**src/rtl/mapper_pkg.sv**
```systemverilog
package mapper_pkg;

  typedef enum logic [1:0] {
    MIR_VERT   = 2'd0,
    MIR_HORZ   = 2'd1,
    MIR_ONE_LO = 2'd2,
    MIR_ONE_HI = 2'd3
  } mirror_e;

  typedef enum logic [1:0] {
    REG_NONE,
    REG_SELECT,
    REG_DATA,
    REG_MIRROR
  } reg_kind_e;

  localparam int unsigned NUM_CHR_SLOTS = 6;
  localparam int unsigned NUM_PRG_SLOTS = 2;
  localparam int unsigned PRG_PAGE_BITS = 13;
  localparam int unsigned CHR_PAGE_BITS = 10;

  // decode on bits 15, 14, 13, 0 only
  function automatic reg_kind_e decode_reg(input logic [15:0] a);
    reg_kind_e k;
    k = REG_NONE;
    if (a[15]) begin
      unique case ({a[14:13], a[0]})
        3'b000:  k = REG_SELECT;
        3'b001:  k = REG_DATA;
        3'b010:  k = REG_MIRROR;
        default: k = REG_NONE;
      endcase
    end
    return k;
  endfunction

endpackage

```
**src/rtl/mapper_regs.sv**
```systemverilog
module mapper_regs
  import mapper_pkg::*;
#(
  parameter int unsigned PRG_BANK_W  = 4,
  parameter int unsigned CHR_BANK_W  = 7,
  parameter bit          CHR_PRESENT = 1'b1
) (
  input  logic                                    clk_i,
  input  logic                                    rst_ni,
  input  logic [15:0]                             cpu_addr_i,
  input  logic [7:0]                              cpu_data_i,
  input  logic                                    cpu_we_i,
  output logic                                    swap_o,
  output logic                                    invert_o,
  output logic [NUM_PRG_SLOTS-1:0][PRG_BANK_W-1:0] prg_o,
  output logic [NUM_CHR_SLOTS-1:0][CHR_BANK_W-1:0] chr_o,
  output mirror_e                                 mirror_o
);

  reg_kind_e                                kind;
  logic [2:0]                               target_q;
  logic                                     swap_q, invert_q;
  logic [NUM_PRG_SLOTS-1:0][PRG_BANK_W-1:0] prg_q;
  logic [NUM_CHR_SLOTS-1:0][CHR_BANK_W-1:0] chr_q;
  mirror_e                                  mirror_q;
  logic [CHR_BANK_W-1:0]                    page_raw;
  logic                                     data_wr;
  logic                                     unused_sel_bits;

  assign kind            = decode_reg(cpu_addr_i);
  assign data_wr         = cpu_we_i && (kind == REG_DATA);
  assign page_raw        = CHR_BANK_W'({cpu_data_i, 1'b0});
  assign unused_sel_bits = ^cpu_data_i[5:3];

  always_ff @(posedge clk_i or negedge rst_ni) begin
    if (!rst_ni) begin
      target_q <= '0;
      swap_q   <= 1'b0;
      invert_q <= 1'b0;
    end else if (cpu_we_i && kind == REG_SELECT) begin
      target_q <= cpu_data_i[2:0];
      swap_q   <= cpu_data_i[6];
      invert_q <= cpu_data_i[7];
    end
  end

  always_ff @(posedge clk_i or negedge rst_ni) begin
    if (!rst_ni)                               mirror_q <= MIR_VERT;
    else if (cpu_we_i && kind == REG_MIRROR)   mirror_q <= mirror_e'(cpu_data_i[1:0]);
  end

  for (genvar p = 0; p < NUM_PRG_SLOTS; p++) begin : g_prg
    always_ff @(posedge clk_i or negedge rst_ni) begin
      if (!rst_ni)
        prg_q[p] <= PRG_BANK_W'(p);
      else if (data_wr && target_q == 3'(6 + p))
        prg_q[p] <= PRG_BANK_W'(cpu_data_i);
    end
  end

  for (genvar c = 0; c < NUM_CHR_SLOTS; c++) begin : g_chr
    localparam int unsigned RST_PAGE = (c < 2) ? 2 * c : c + 2;
    logic [CHR_BANK_W-1:0] wr_page;
    // pair slots are 2 KB aligned
    if (c < 2) begin : g_pair
      assign wr_page = page_raw & ~CHR_BANK_W'(1);
    end else begin : g_single
      assign wr_page = page_raw;
    end
    always_ff @(posedge clk_i or negedge rst_ni) begin
      if (!rst_ni)
        chr_q[c] <= CHR_PRESENT ? CHR_BANK_W'(RST_PAGE) : '0;
      else if (CHR_PRESENT && data_wr && target_q == 3'(c))
        chr_q[c] <= wr_page;
    end
  end

  assign swap_o   = swap_q;
  assign invert_o = invert_q;
  assign prg_o    = prg_q;
  assign chr_o    = chr_q;
  assign mirror_o = mirror_q;

  // writes that hit no register leave all state alone
  a_r1_no_side_effect: assert property (@(posedge clk_i) disable iff (!rst_ni)
    (!cpu_we_i || !cpu_addr_i[15] || cpu_addr_i[14])
    |=> $stable(target_q) && $stable(swap_q) && $stable(invert_q)
        && $stable(mirror_q) && $stable(prg_q) && $stable(chr_q));

  a_r8_mirror_load: assert property (@(posedge clk_i) disable iff (!rst_ni)
    (cpu_we_i && cpu_addr_i[15:13] == 3'b101 && !cpu_addr_i[0])
    |=> (mirror_q == mirror_e'($past(cpu_data_i[1:0]))));

  a_r5_prg_load: assert property (@(posedge clk_i) disable iff (!rst_ni)
    (cpu_we_i && cpu_addr_i[15:13] == 3'b100 && cpu_addr_i[0] && target_q == 3'd6)
    |=> (prg_q[0] == $past(cpu_data_i[PRG_BANK_W-1:0])));

  a_r3_pair_even: assert property (@(posedge clk_i) disable iff (!rst_ni)
    cpu_we_i |=> (!chr_q[0][0] && !chr_q[1][0]));

  if (!CHR_PRESENT) begin : g_no_chr_chk
    a_r11_slots_zero: assert property (@(posedge clk_i) disable iff (!rst_ni)
      cpu_we_i |=> (chr_q == '0));
  end

endmodule

```
**src/rtl/prg_xlate.sv**
```systemverilog
module prg_xlate
  import mapper_pkg::*;
#(
  parameter int unsigned PRG_BANK_W = 4,
  localparam int unsigned PRG_AW    = PRG_BANK_W + PRG_PAGE_BITS
) (
  input  logic                                    swap_i,
  input  logic [NUM_PRG_SLOTS-1:0][PRG_BANK_W-1:0] prg_i,
  input  logic [14:0]                             addr_i,
  output logic [PRG_AW-1:0]                       addr_o
);

  localparam logic [PRG_BANK_W-1:0] LAST_BANK = '1;
  localparam logic [PRG_BANK_W-1:0] PREV_BANK = LAST_BANK - 1'b1;

  logic [PRG_BANK_W-1:0] bank;

  always_comb begin
    unique case (addr_i[14:13])
      2'd0:    bank = swap_i ? PREV_BANK : prg_i[0];
      2'd1:    bank = prg_i[1];
      2'd2:    bank = swap_i ? prg_i[0] : PREV_BANK;
      default: bank = LAST_BANK;
    endcase
  end

  assign addr_o = {bank, addr_i[PRG_PAGE_BITS-1:0]};

endmodule

```
**src/rtl/chr_xlate.sv**
```systemverilog
module chr_xlate
  import mapper_pkg::*;
#(
  parameter int unsigned CHR_BANK_W  = 7,
  parameter bit          CHR_PRESENT = 1'b1,
  localparam int unsigned CHR_AW     = CHR_BANK_W + CHR_PAGE_BITS
) (
  input  logic                                    invert_i,
  input  logic [NUM_CHR_SLOTS-1:0][CHR_BANK_W-1:0] chr_i,
  input  logic [12:0]                             addr_i,
  output logic [CHR_AW-1:0]                       addr_o
);

  if (CHR_PRESENT) begin : g_rom
    logic [2:0]            eff_win;
    logic [CHR_BANK_W-1:0] page;

    assign eff_win = addr_i[12:10] ^ {invert_i, 2'b00};

    always_comb begin
      if (eff_win[2]) page = chr_i[3'(eff_win[1:0]) + 3'd2];
      else            page = chr_i[{2'b00, eff_win[1]}] | CHR_BANK_W'(eff_win[0]);
    end

    assign addr_o = {page, addr_i[CHR_PAGE_BITS-1:0]};
  end else begin : g_ram
    logic unused_chr;
    assign unused_chr = ^{invert_i, chr_i};
    assign addr_o     = CHR_AW'(addr_i);
  end

endmodule

```
**src/rtl/bank_mapper.sv**
```systemverilog
module bank_mapper
  import mapper_pkg::*;
#(
  parameter int unsigned PRG_BANK_W  = 4,
  parameter int unsigned CHR_BANK_W  = 7,
  parameter bit          CHR_PRESENT = 1'b1,
  localparam int unsigned PRG_AW     = PRG_BANK_W + PRG_PAGE_BITS,
  localparam int unsigned CHR_AW     = CHR_BANK_W + CHR_PAGE_BITS
) (
  input  logic              clk_i,
  input  logic              rst_ni,
  input  logic [15:0]       cpu_addr_i,
  input  logic [7:0]        cpu_data_i,
  input  logic              cpu_we_i,
  input  logic [12:0]       ppu_addr_i,
  output logic [PRG_AW-1:0] prg_addr_o,
  output logic [CHR_AW-1:0] chr_addr_o,
  output logic [1:0]        mirror_o
);

  logic                                     swap, invert;
  logic [NUM_PRG_SLOTS-1:0][PRG_BANK_W-1:0] prg_bank;
  logic [NUM_CHR_SLOTS-1:0][CHR_BANK_W-1:0] chr_page;
  mirror_e                                  mirror;

  mapper_regs #(
    .PRG_BANK_W (PRG_BANK_W),
    .CHR_BANK_W (CHR_BANK_W),
    .CHR_PRESENT(CHR_PRESENT)
  ) u_regs (
    .clk_i     (clk_i),
    .rst_ni    (rst_ni),
    .cpu_addr_i(cpu_addr_i),
    .cpu_data_i(cpu_data_i),
    .cpu_we_i  (cpu_we_i),
    .swap_o    (swap),
    .invert_o  (invert),
    .prg_o     (prg_bank),
    .chr_o     (chr_page),
    .mirror_o  (mirror)
  );

  prg_xlate #(.PRG_BANK_W(PRG_BANK_W)) u_prg (
    .swap_i(swap),
    .prg_i (prg_bank),
    .addr_i(cpu_addr_i[14:0]),
    .addr_o(prg_addr_o)
  );

  chr_xlate #(
    .CHR_BANK_W (CHR_BANK_W),
    .CHR_PRESENT(CHR_PRESENT)
  ) u_chr (
    .invert_i(invert),
    .chr_i   (chr_page),
    .addr_i  (ppu_addr_i),
    .addr_o  (chr_addr_o)
  );

  assign mirror_o = mirror;

  // top program window always holds the final bank
  a_r6_last_window: assert property (@(posedge clk_i) disable iff (!rst_ni)
    (cpu_addr_i[14:13] == 2'b11) |-> (&prg_addr_o[PRG_AW-1:PRG_PAGE_BITS]));

endmodule

```
**config.mk**
```make
export PLATFORM = sky130hd
export DESIGN_NAME = bank_mapper
export DESIGN_NICKNAME = d
export VERILOG_FILES = /design/src/rtl/mapper_pkg.sv /design/src/rtl/mapper_regs.sv /design/src/rtl/prg_xlate.sv /design/src/rtl/chr_xlate.sv /design/src/rtl/bank_mapper.sv
export SDC_FILE = /design/constraint.sdc
export NUM_CORES = 1
export LEC_CHECK = 0
export BUFFER_PORTS_ARGS = -buffer_cell sky130_fd_sc_hd__buf_2
export CAP_MARGIN = 20
export CORE_ASPECT_RATIO = 0.5
export CORE_MARGIN = 1
export CORE_UTILIZATION = 35
export DETAILED_ROUTE_END_ITERATION = 7
export PLACE_DENSITY_LB_ADDON = 0.15
export SYNTH_ARGS = -nofsm -noshare
export SYNTH_HDL_FRONTEND = slang
export SYNTH_SLANG_ARGS = --single-unit
```
**constraint.sdc**
```tcl
create_clock -name clk_i -period 2.1 [get_ports clk_i]
set_clock_uncertainty 0.2 [all_clocks]
set_input_delay 0.21 -clock clk_i [delete_from_list [all_inputs] [get_ports clk_i]]
set_output_delay 0.21 -clock clk_i [all_outputs]
set_load 0.02 [all_outputs]
```
==> metrics.txt, run 1 <==
r2r endpoint=u_regs.chr_o[31]; vias in the first global route=1680; antenna diode count=0; delay-heaviest family, CP=multiplexers; TritonCTS clock tree=yes; unrepaired setup endpoints after global routing=false; starting density of the core=0.365; Hold Crit Class=primary input to flip-flop; Final Wtd Congestion=0.713; Fillers=approximately 710; wire per inst=roughly 18 um; fmax=just over 500 MHz; final WL=5.49 mm; core footprint=roughly 7400 sq um; Critical Path Sink Type=primary output; Sw Ratio=0.249; final setup margin=~0.12 ns; WP buf/inv=1; Least-Margin Pin Slew=0.461 ns; Clock Power Share=0.348; first-pass GRT wire length=around 9.3 mm; commonest non-fill, non-tap cell in the layout=mux2_2; VDD IR max=between 300 and 400 uV; Layout area overhead=12.6%; dpl hpwl=3.74 mm; Crit Path Max Fanout=2; Setup TNS Final=0 ns; Arrival @ worst endpoint=approximately 1.6 ns; die area=roughly 8000 sq um; final number of max-transition violations=0; combinational share of power=0.190; Post-Syn Instances=approximately 200; Cell Rows=22; hold_buf cts=3; ratio of final minimum period to clock period=0.944; grt total ovfl=0; worst endpoint required time=about 1.7 ns; final antenna-violating net count=0; Vias/cell=~5.0; Final setup viols=0; CTS max path bufs=2; commonest cells after routing, fill and taps aside=mux2_2 (63), dfrtp_1 (43), buf_2 (31); design area=3030 sq um; total power=0.00271 W; clock-pin slew on the worst setup and hold paths=around 0.070 ns; PwrDens=~890 nW/um^2; share of layout cells above drive strength 1=0.612; startpoint types=flip-flop; Hold Fails Final Rpt=0; Syn Nets=236; via count=between 1500 and 2000; largest net degree at the start of global routing=54; # Post-CTS Setup Buffers=0; worst rel slew slack=0.688; cell area after synthesis=2700 sq um; largest area contributor in the netlist=dfrtp_1; post_cts resized=0; DRT Pass-1 Iters=8; met2 routed wirelength=2.41 mm; die height=about 64 um; Max Cap Viol=0; Layout Nets=253; flip-flop and latch count after synthesis=53; Synth cell types=33; top routing layer in use=met4; internal power=just over 0.002 W; Seq/Total Area, Yosys=0.497; H-tree levels=2; Cell Area, Placed=2830 sq um; Post-route DRC=2; syn avg cell area=between 10 and 15 sq um; Static Leak=roughly 1.4 nW; Worst path max stage delay=around 0.47 ns; Die Wd=around 130 um; met3 WL=about 250 um; Flop pwr share=0.462; hold path depth=2; fraction of registers with async set/reset=1.00; Reg2Reg Setup Slack=~0.32 ns; fin crit period=1.98 ns; Port Buffers=31; hold worst-path end=u_regs.chr_o[5]; clock buffer count from CTS=5; Hold Startpoint=cpu_data_i[4]; initial antenna violation count=0; Metal-1 WL=about 2.7 mm; Main synth FF type=dfrtp_1; Setup WS pre-CTS=approximately 0.16 ns; Post-synth EDFFs=0; status=complete, but fails checks; failing checks=design-rule violations; Worst R2R Path Depth=4; CP max stage cell=mux4_2; clock root cell=clkbuf_16; Ports=76; Crit Path Class=flip-flop to primary output; Starting DRT DRC Count=between 60 and 70; area fraction of the dominant cell type after synthesis=0.399; Synth area leaders=dfrtp_1 (40%), mux2_2 (26%), dfstp_2 (9.7%); crit-path cells=mux2_2 > mux4_2 > buf_2; Ys Warns=0; clk sinks=53; worst r2r src=u_regs.target_q[1]; worst skew pair latency=between 0.2 and 0.3 ns; GRT Resource Usage Total=0.153; Psw=slightly below 0.0007 W
-- sequential cells by signal (all words and copies together) (netlist names) --
signal,cells
u_regs.chr_o,38
u_regs.target_q,3
u_regs.swap_o,1
u_regs.mirror_o,2
u_regs.prg_o,8
u_regs.invert_o,1
-- layout make-up --
class                   instances  area [sq um]  area share
flip-flops and latches         53          1340       0.441
multi-input cells             106          1120       0.370
repair buffers                 43           265      0.0874
clock buffers                   7           143      0.0470
well taps                      96           120      0.0396
clock inverters                 1          30.0     0.00990
inverters                       4          15.0     0.00495
-- worst max path at each step --
stage / start / to / slack, ns / cells after the start
after floorplan: ppu_addr_i[10] / chr_addr_o[11] / 0.27 / 3
final: u_regs.chr_o[34] / chr_addr_o[16] / 0.12 / 3
after global placement: ppu_addr_i[10] / chr_addr_o[15] / 0.16 / 4
after detailed placement: ppu_addr_i[10] / chr_addr_o[16] / 0.16 / 4
after global routing: u_regs.chr_o[40] / chr_addr_o[15] / 0.07 / 3
after CTS: u_regs.chr_o[34] / chr_addr_o[16] / 0.11 / 3
-- worst register-to-register path, cell delays in order (launching register included) --
cell     delay [ns]
dfrtp_1        0.46
nor4_1         0.27
nor2b_1        0.20
buf_4          0.19
mux2_2         0.34
-- cell usage after synthesis, drive strengths merged, types with 2 or more instances --
cell type,instances
mux2,63
dfrtp,43
buf,28
dfstp,10
mux4,6
clkbuf,5
nor3,5
a21oi,4
inv,4
nand2,3
nand4,3
nor2,3
o22a,3
nor4,2
nor4b,2
-- metrics by stage --
step | hold WS (ns) | std cells | utilization
detailed placement | 0.0269 | 299 | 0.384
global placement | 0.0253 | 299 | 0.384
floorplan | -0.286 | 196 | -
CTS | 0.0309 | 310 | 0.411
finish | 0.0345 | 310 | 0.411
global route | 0.0441 | 310 | 0.411
-- cells by family after synthesis --
| logic type | count (synthesis) | synth area share |
|---|---|---|
| multiplexers | 70 | 0.317 |
| buffers and inverters | 37 | 0.0868 |
| flip-flops | 53 | 0.497 |
| AND/OR/NAND/NOR | 26 | 0.0734 |
| XOR/XNOR | 1 | 0.00325 |
| AO/OA/AOI/OAI | 9 | 0.0228 |
-- per-layer routing --
metal | vias to the layer above | GRT usage
met5 | - | 0
met4 | 0 | 0.0648
met3 | 16 | 0.0302
met2 | 37 | 0.242
met1 | 771 | 0.205
li1 | 713 | -
-- power groups by stage --
stage          clock, W  combinational [W]  sequential [W]
6_report       0.000944           0.000515         0.00125
5_1_grt         0.00101           0.000565         0.00128
4_1_cts        0.000971           0.000526         0.00126
3_5_place_dp          0           0.000519         0.00127
3_3_place_gp          0           0.000510         0.00127
2_1_floorplan         0           0.000426         0.00125
No activity file was read; power rests on OpenSTA's default activity.
==> inputs of run 2 (changes only) <==
--- a/config.mk
+++ b/config.mk
@@ -9,7 +9,7 @@
 export CAP_MARGIN = 20
 export CORE_ASPECT_RATIO = 0.5
 export CORE_MARGIN = 1
-export CORE_UTILIZATION = 35
+export CORE_UTILIZATION = 52
 export DETAILED_ROUTE_END_ITERATION = 7
 export PLACE_DENSITY_LB_ADDON = 0.15
 export SYNTH_ARGS = -nofsm -noshare
==> metrics.txt, run 2 (synthesis results as in run 1) <==
PwrDens=between 700 and 800 nW/um^2; Hold Crit Class=primary input to flip-flop; Die Wd=a little over 100 um; Hold WS=roughly 0.020 ns; clock-pin slew on the worst setup and hold paths=0.10 ns; commonest cells after routing, fill and taps aside=mux2_2 (63), dfrtp_1 (43), buf_2 (31); # Post-CTS Setup Buffers=0; final number of max-transition violations=0; Layout area overhead=7.89%; Crit Path Max Fanout=2; post_cts resized=0; Layout Nets=~250; initial antenna violation count=0; worst skew pair latency=about 0.30 ns; Post-route DRC=0; hold path depth=2; Setup TNS Final=0 ns; Ports=76; CTS max path bufs=2; grt total ovfl=0; Static Leak=~1.4 nW; number of flip-flops in the largest register=38; fin crit period=between 2 and 2.5 ns; combinational share of power=0.215; Crit Path Class=flip-flop to primary output; TritonCTS clock tree=yes; Reg2Reg Setup Slack=0.22 ns; Starting DRT DRC Count=65; ratio of final minimum period to clock period=0.956; Flop pwr share=0.545; GRT Resource Usage Total=0.214; wire per inst=18.6 um; antenna diode count=0; DRT Pass-1 Iters=4; Hold Startpoint=cpu_data_i[4]; hold worst-path end=u_regs.chr_o[19]; r2r endpoint=u_regs.chr_o[32]; worst rel slew slack=0.647; starting density of the core=0.544; final antenna-violating net count=0; total power=roughly 0.0023 W; Least-Margin Pin Slew=around 0.52 ns; clock root cell=clkbuf_8; worst r2r src=u_regs.target_q[0]; Critical Path Sink Type=primary output; startpoint types=flip-flop; die height=roughly 53 um; clock buffer count from CTS=5; H-tree levels=2; Final setup viols=0; vias in the first global route=approximately 1600; Sw Ratio=0.282; Arrival @ worst endpoint=between 1.5 and 2 ns; Psw=around 0.00066 W; commonest non-fill, non-tap cell in the layout=mux2_2; Max Cap Viol=0; hold_buf cts=3; Final Wtd Congestion=approximately 0.71; Fillers=between 400 and 500; Clock Power Share=0.240; first-pass GRT wire length=about 8.5 mm; status=completed; fmax=approximately 500 MHz; Cell Rows=18; largest net degree at the start of global routing=35; internal power=0.00166 W; die area=approximately 5500 sq um; unrepaired setup endpoints after global routing=false; via count=1579; dpl hpwl=3.73 mm; Port Buffers=31; share of layout cells above drive strength 1=0.615; clk sinks=53; Worst R2R Path Depth=4; final WL=between 5 and 6 mm; Hold Fails Final Rpt=0; VDD IR max=roughly 460 uV; worst endpoint required time=roughly 1.7 ns; core footprint=4950 sq um; Vias/cell=approximately 5.6
run 2: changes by cell type in the layout (fill, tap and decap cells not counted), sizes merged:
cell      before  now
buf           40   39
bufinv         1    0
clkbuf         7    5
clkinv         0    2
clkinvlp       0    1
run 2: power groups by stage:
stage          registers [W]  logic, W  clock network, W
2_1_floorplan        0.00125  0.000426                 0
3_3_place_gp         0.00128  0.000486                 0
3_5_place_dp         0.00129  0.000499                 0
4_1_cts              0.00127  0.000505          0.000582
5_1_grt              0.00129  0.000544          0.000631
6_report             0.00127  0.000498          0.000557
run 2: worst max-delay path by stage:
stage	startpoint	end	slack, ns	cells past startpoint
6_report	u_regs.chr_o[31]	chr_addr_o[13]	0.09	3
5_1_grt	u_regs.invert_o	chr_addr_o[11]	0.02	4
4_1_cts	u_regs.chr_o[38]	chr_addr_o[13]	0.07	3
3_5_place_dp	ppu_addr_i[10]	chr_addr_o[13]	0.18	4
3_3_place_gp	ppu_addr_i[10]	chr_addr_o[15]	0.19	4
2_1_floorplan	ppu_addr_i[10]	chr_addr_o[11]	0.27	3
run 2: critical path, stage by stage (launching register included):
cell and delay [ns]:
dfrtp_1 0.40, mux2_2 0.27, mux4_2 0.46, buf_2 0.17
run 2: area by class of cell:
cell class | instances | area [sq um] | area share
flip-flops and latches | 53 | 1340 | 0.460
multi-input cells | 106 | 1120 | 0.386
repair buffers | 42 | 258 | 0.0886
well taps | 70 | 87.6 | 0.0301
clock buffers | 5 | 68.8 | 0.0237
clock inverters | 3 | 17.5 | 0.00602
inverters | 4 | 15.0 | 0.00516
run 2: stage by stage:
| step | cells | setup slack, ns | util | instance area (sq um) |
|---|---|---|---|---|
| floorplan | 196 | 0.273 | - | 2700 |
| global placement | 272 | 0.193 | 0.563 | 2790 |
| detailed placement | 272 | 0.177 | 0.563 | 2790 |
| CTS | 283 | 0.0714 | 0.587 | 2910 |
| global route | 283 | 0.0194 | 0.587 | 2910 |
| finish | 283 | 0.0919 | 0.587 | 2910 |
run 2: metal layers:
metal | part of all wire | vias to the layer above | global-route usage
met2 | 0.46 | 35 | 0.344
met4 | 0.013 | 0 | 0.0643
met5 | 0 | - | 0
li1 | - | 714 | -
met1 | 0.48 | 818 | 0.291
met3 | 0.045 | 12 | 0.0517
==> inputs of run 3 (changes only) <==
==> constraint.sdc (replaced) <==
create_clock -name clk_i -period 2.12 [get_ports clk_i]
set_clock_uncertainty 0.2 [all_clocks]
set_input_delay 0.212 -clock clk_i [delete_from_list [all_inputs] [get_ports clk_i]]
set_output_delay 0.212 -clock clk_i [all_outputs]
set_load 0.05 [all_outputs]
==> metrics.txt, run 3 (synthesis results as in run 1) <==
Static Leak=1.36 nW; starting density of the core=0.544; Critical Path Sink Type=primary output; final antenna-violating net count=0; dpl hpwl=roughly 3.7 mm; DRT Pass-1 Iters=4; Least-Margin Pin Slew=around 0.72 ns; Final Wtd Congestion=0.716; fmax=about 480 MHz; largest net degree at the start of global routing=33; Layout area overhead=8.50%; clock-pin slew on the worst setup and hold paths=0.10 ns; vias in the first global route=1526; commonest cells after routing, fill and taps aside=mux2_2 (63), dfrtp_1 (43), buf_2 (30); Hold Crit Class=primary input to flip-flop; Starting DRT DRC Count=43; Port Buffers=31; delay-heaviest family, CP=multiplexers; TritonCTS clock tree=yes; Die Wd=between 100 and 150 um; met3 Usage GRT=0.0517; VDD IR max=between 400 and 500 uV; clock buffer count from CTS=5; via count=between 1500 and 2000; number of flip-flops in the largest register=38; final WL=around 5.2 mm; worst r2r src=u_regs.target_q[0]; Final setup viols=0; Setup TNS Final=0 ns; ratio of final minimum period to clock period=0.973; Hold Fails Final Rpt=0; flip-flop and latch area=roughly 1300 sq um; worst skew pair latency=about 0.31 ns; grt total ovfl=0; multi-input logic area=~1100 sq um; clk sinks=53; clock root cell=clkbuf_8; Crit Path Max Fanout=2; commonest non-fill, non-tap cell in the layout=mux2_2; unrepaired setup endpoints after global routing=false; design area=between 2000 and 3000 sq um; CP max stage cell=mux4_2; Arrival @ worst endpoint=around 1.7 ns; Crit Path Class=flip-flop to primary output; first-pass GRT wire length=about 8.3 mm; startpoint types=flip-flop; Cell Rows=18; CTS max path bufs=2; Post-route DRC=0; antenna diode count=0; fin crit period=between 2 and 2.5 ns; Ports=76; final number of max-transition violations=0; wire per inst=around 19 um; M1 GR Usage=0.288; Max Cap Viol=0; share of layout cells above drive strength 1=0.608; Setup crit start=u_regs.chr_o[38]; met2 usage=0.314; final setup margin=a little under 0.06 ns; Hold Startpoint=cpu_data_i[5]; initial antenna violation count=0; worst endpoint required time=approximately 1.7 ns; PwrDens=around 860 nW/um^2; crit-path cells=mux2_2 > mux4_2 > buf_2; final core utilization=0.590; Vias/cell=5.57; status=completed; core footprint=4950 sq um; die height=52.9 um; Cell Area, Placed=approximately 2800 sq um; worst rel slew slack=0.518; GRT Resource Usage Total=0.206; GRT Max-Usage Layer=met2; WP buf/inv=1; Worst path max stage delay=~0.46 ns; Setup WS pre-CTS=roughly 0.13 ns; Layout Nets=~250; final std cells w/o fill=around 280; placed cell count=270; H-tree levels=2; die area=about 5500 sq um; Fillers=roughly 420; # Post-CTS Setup Buffers=0
-- run 3: worst paths after layout --
| kind | endpoint | slack [ns] | depth (start not counted) |
|---|---|---|---|
| hold reg to reg | u_regs.chr_o[21] | 0.30 | 1 |
| hold / removal | u_regs.chr_o[6] | 0.03 | 2 |
| max in group asynchronous | u_regs.chr_o[17] | 0.86 | 3 |
| setup reg to reg | u_regs.chr_o[34] | 0.25 | 4 |
| min in group asynchronous | u_regs.chr_o[27] | 0.29 | 2 |
| setup / recovery | chr_addr_o[13] | 0.06 | 3 |
-- run 3: repair_timing --
item | in CTS | in global routing
hold buffers | 4 | 0
gates resized for setup | 0 | 2
endpoints found under the setup margin | 0 | 1
hold endpoints to repair | 26 | 0
-- run 3: final cells by class --
| cell class | instances | area share |
|---|---|---|
| multi-input cells | 106 | 0.384 |
| clock inverters | 1 | 0.00300 |
| repair buffers | 41 | 0.0873 |
| inverters | 4 | 0.00513 |
| clock buffers | 7 | 0.0329 |
| flip-flops and latches | 53 | 0.458 |
| well taps | 70 | 0.0300 |
-- run 3: worst reg2reg max path, delay by kind of cell (launching register included) --
family,cells,cell delay [ns]
mux,1,0.36
buf+inv,1,0.20
flops,1,0.49
simple gates,2,0.53
-- run 3: through the flow --
stage | power [W] | hold slack, ns
after floorplan | 0.00183 | -0.284
after global placement | 0.00187 | 0.110
after detailed placement | 0.00188 | 0.107
after CTS | 0.00252 | 0.0192
after global routing | 0.00262 | 0.0215
final | 0.00250 | 0.0264
-- run 3: per-layer routing --
metal,wire (um),share of wire,vias up
li1,-,-,712
met1,2580,0.49,800
met2,2290,0.44,43
met3,259,0.050,15
met4,106,0.020,0
met5,0,0,-
-- run 3: report_power, final --
part | total (W) | internal, W | switching, W
Clock | 0.000636 | 0.000302 | 0.000333
Sequential | 0.00125 | 0.00116 | 0.0000915
Combinational | 0.000616 | 0.000264 | 0.000352
Total | 0.00250 | 0.00173 | 0.000776
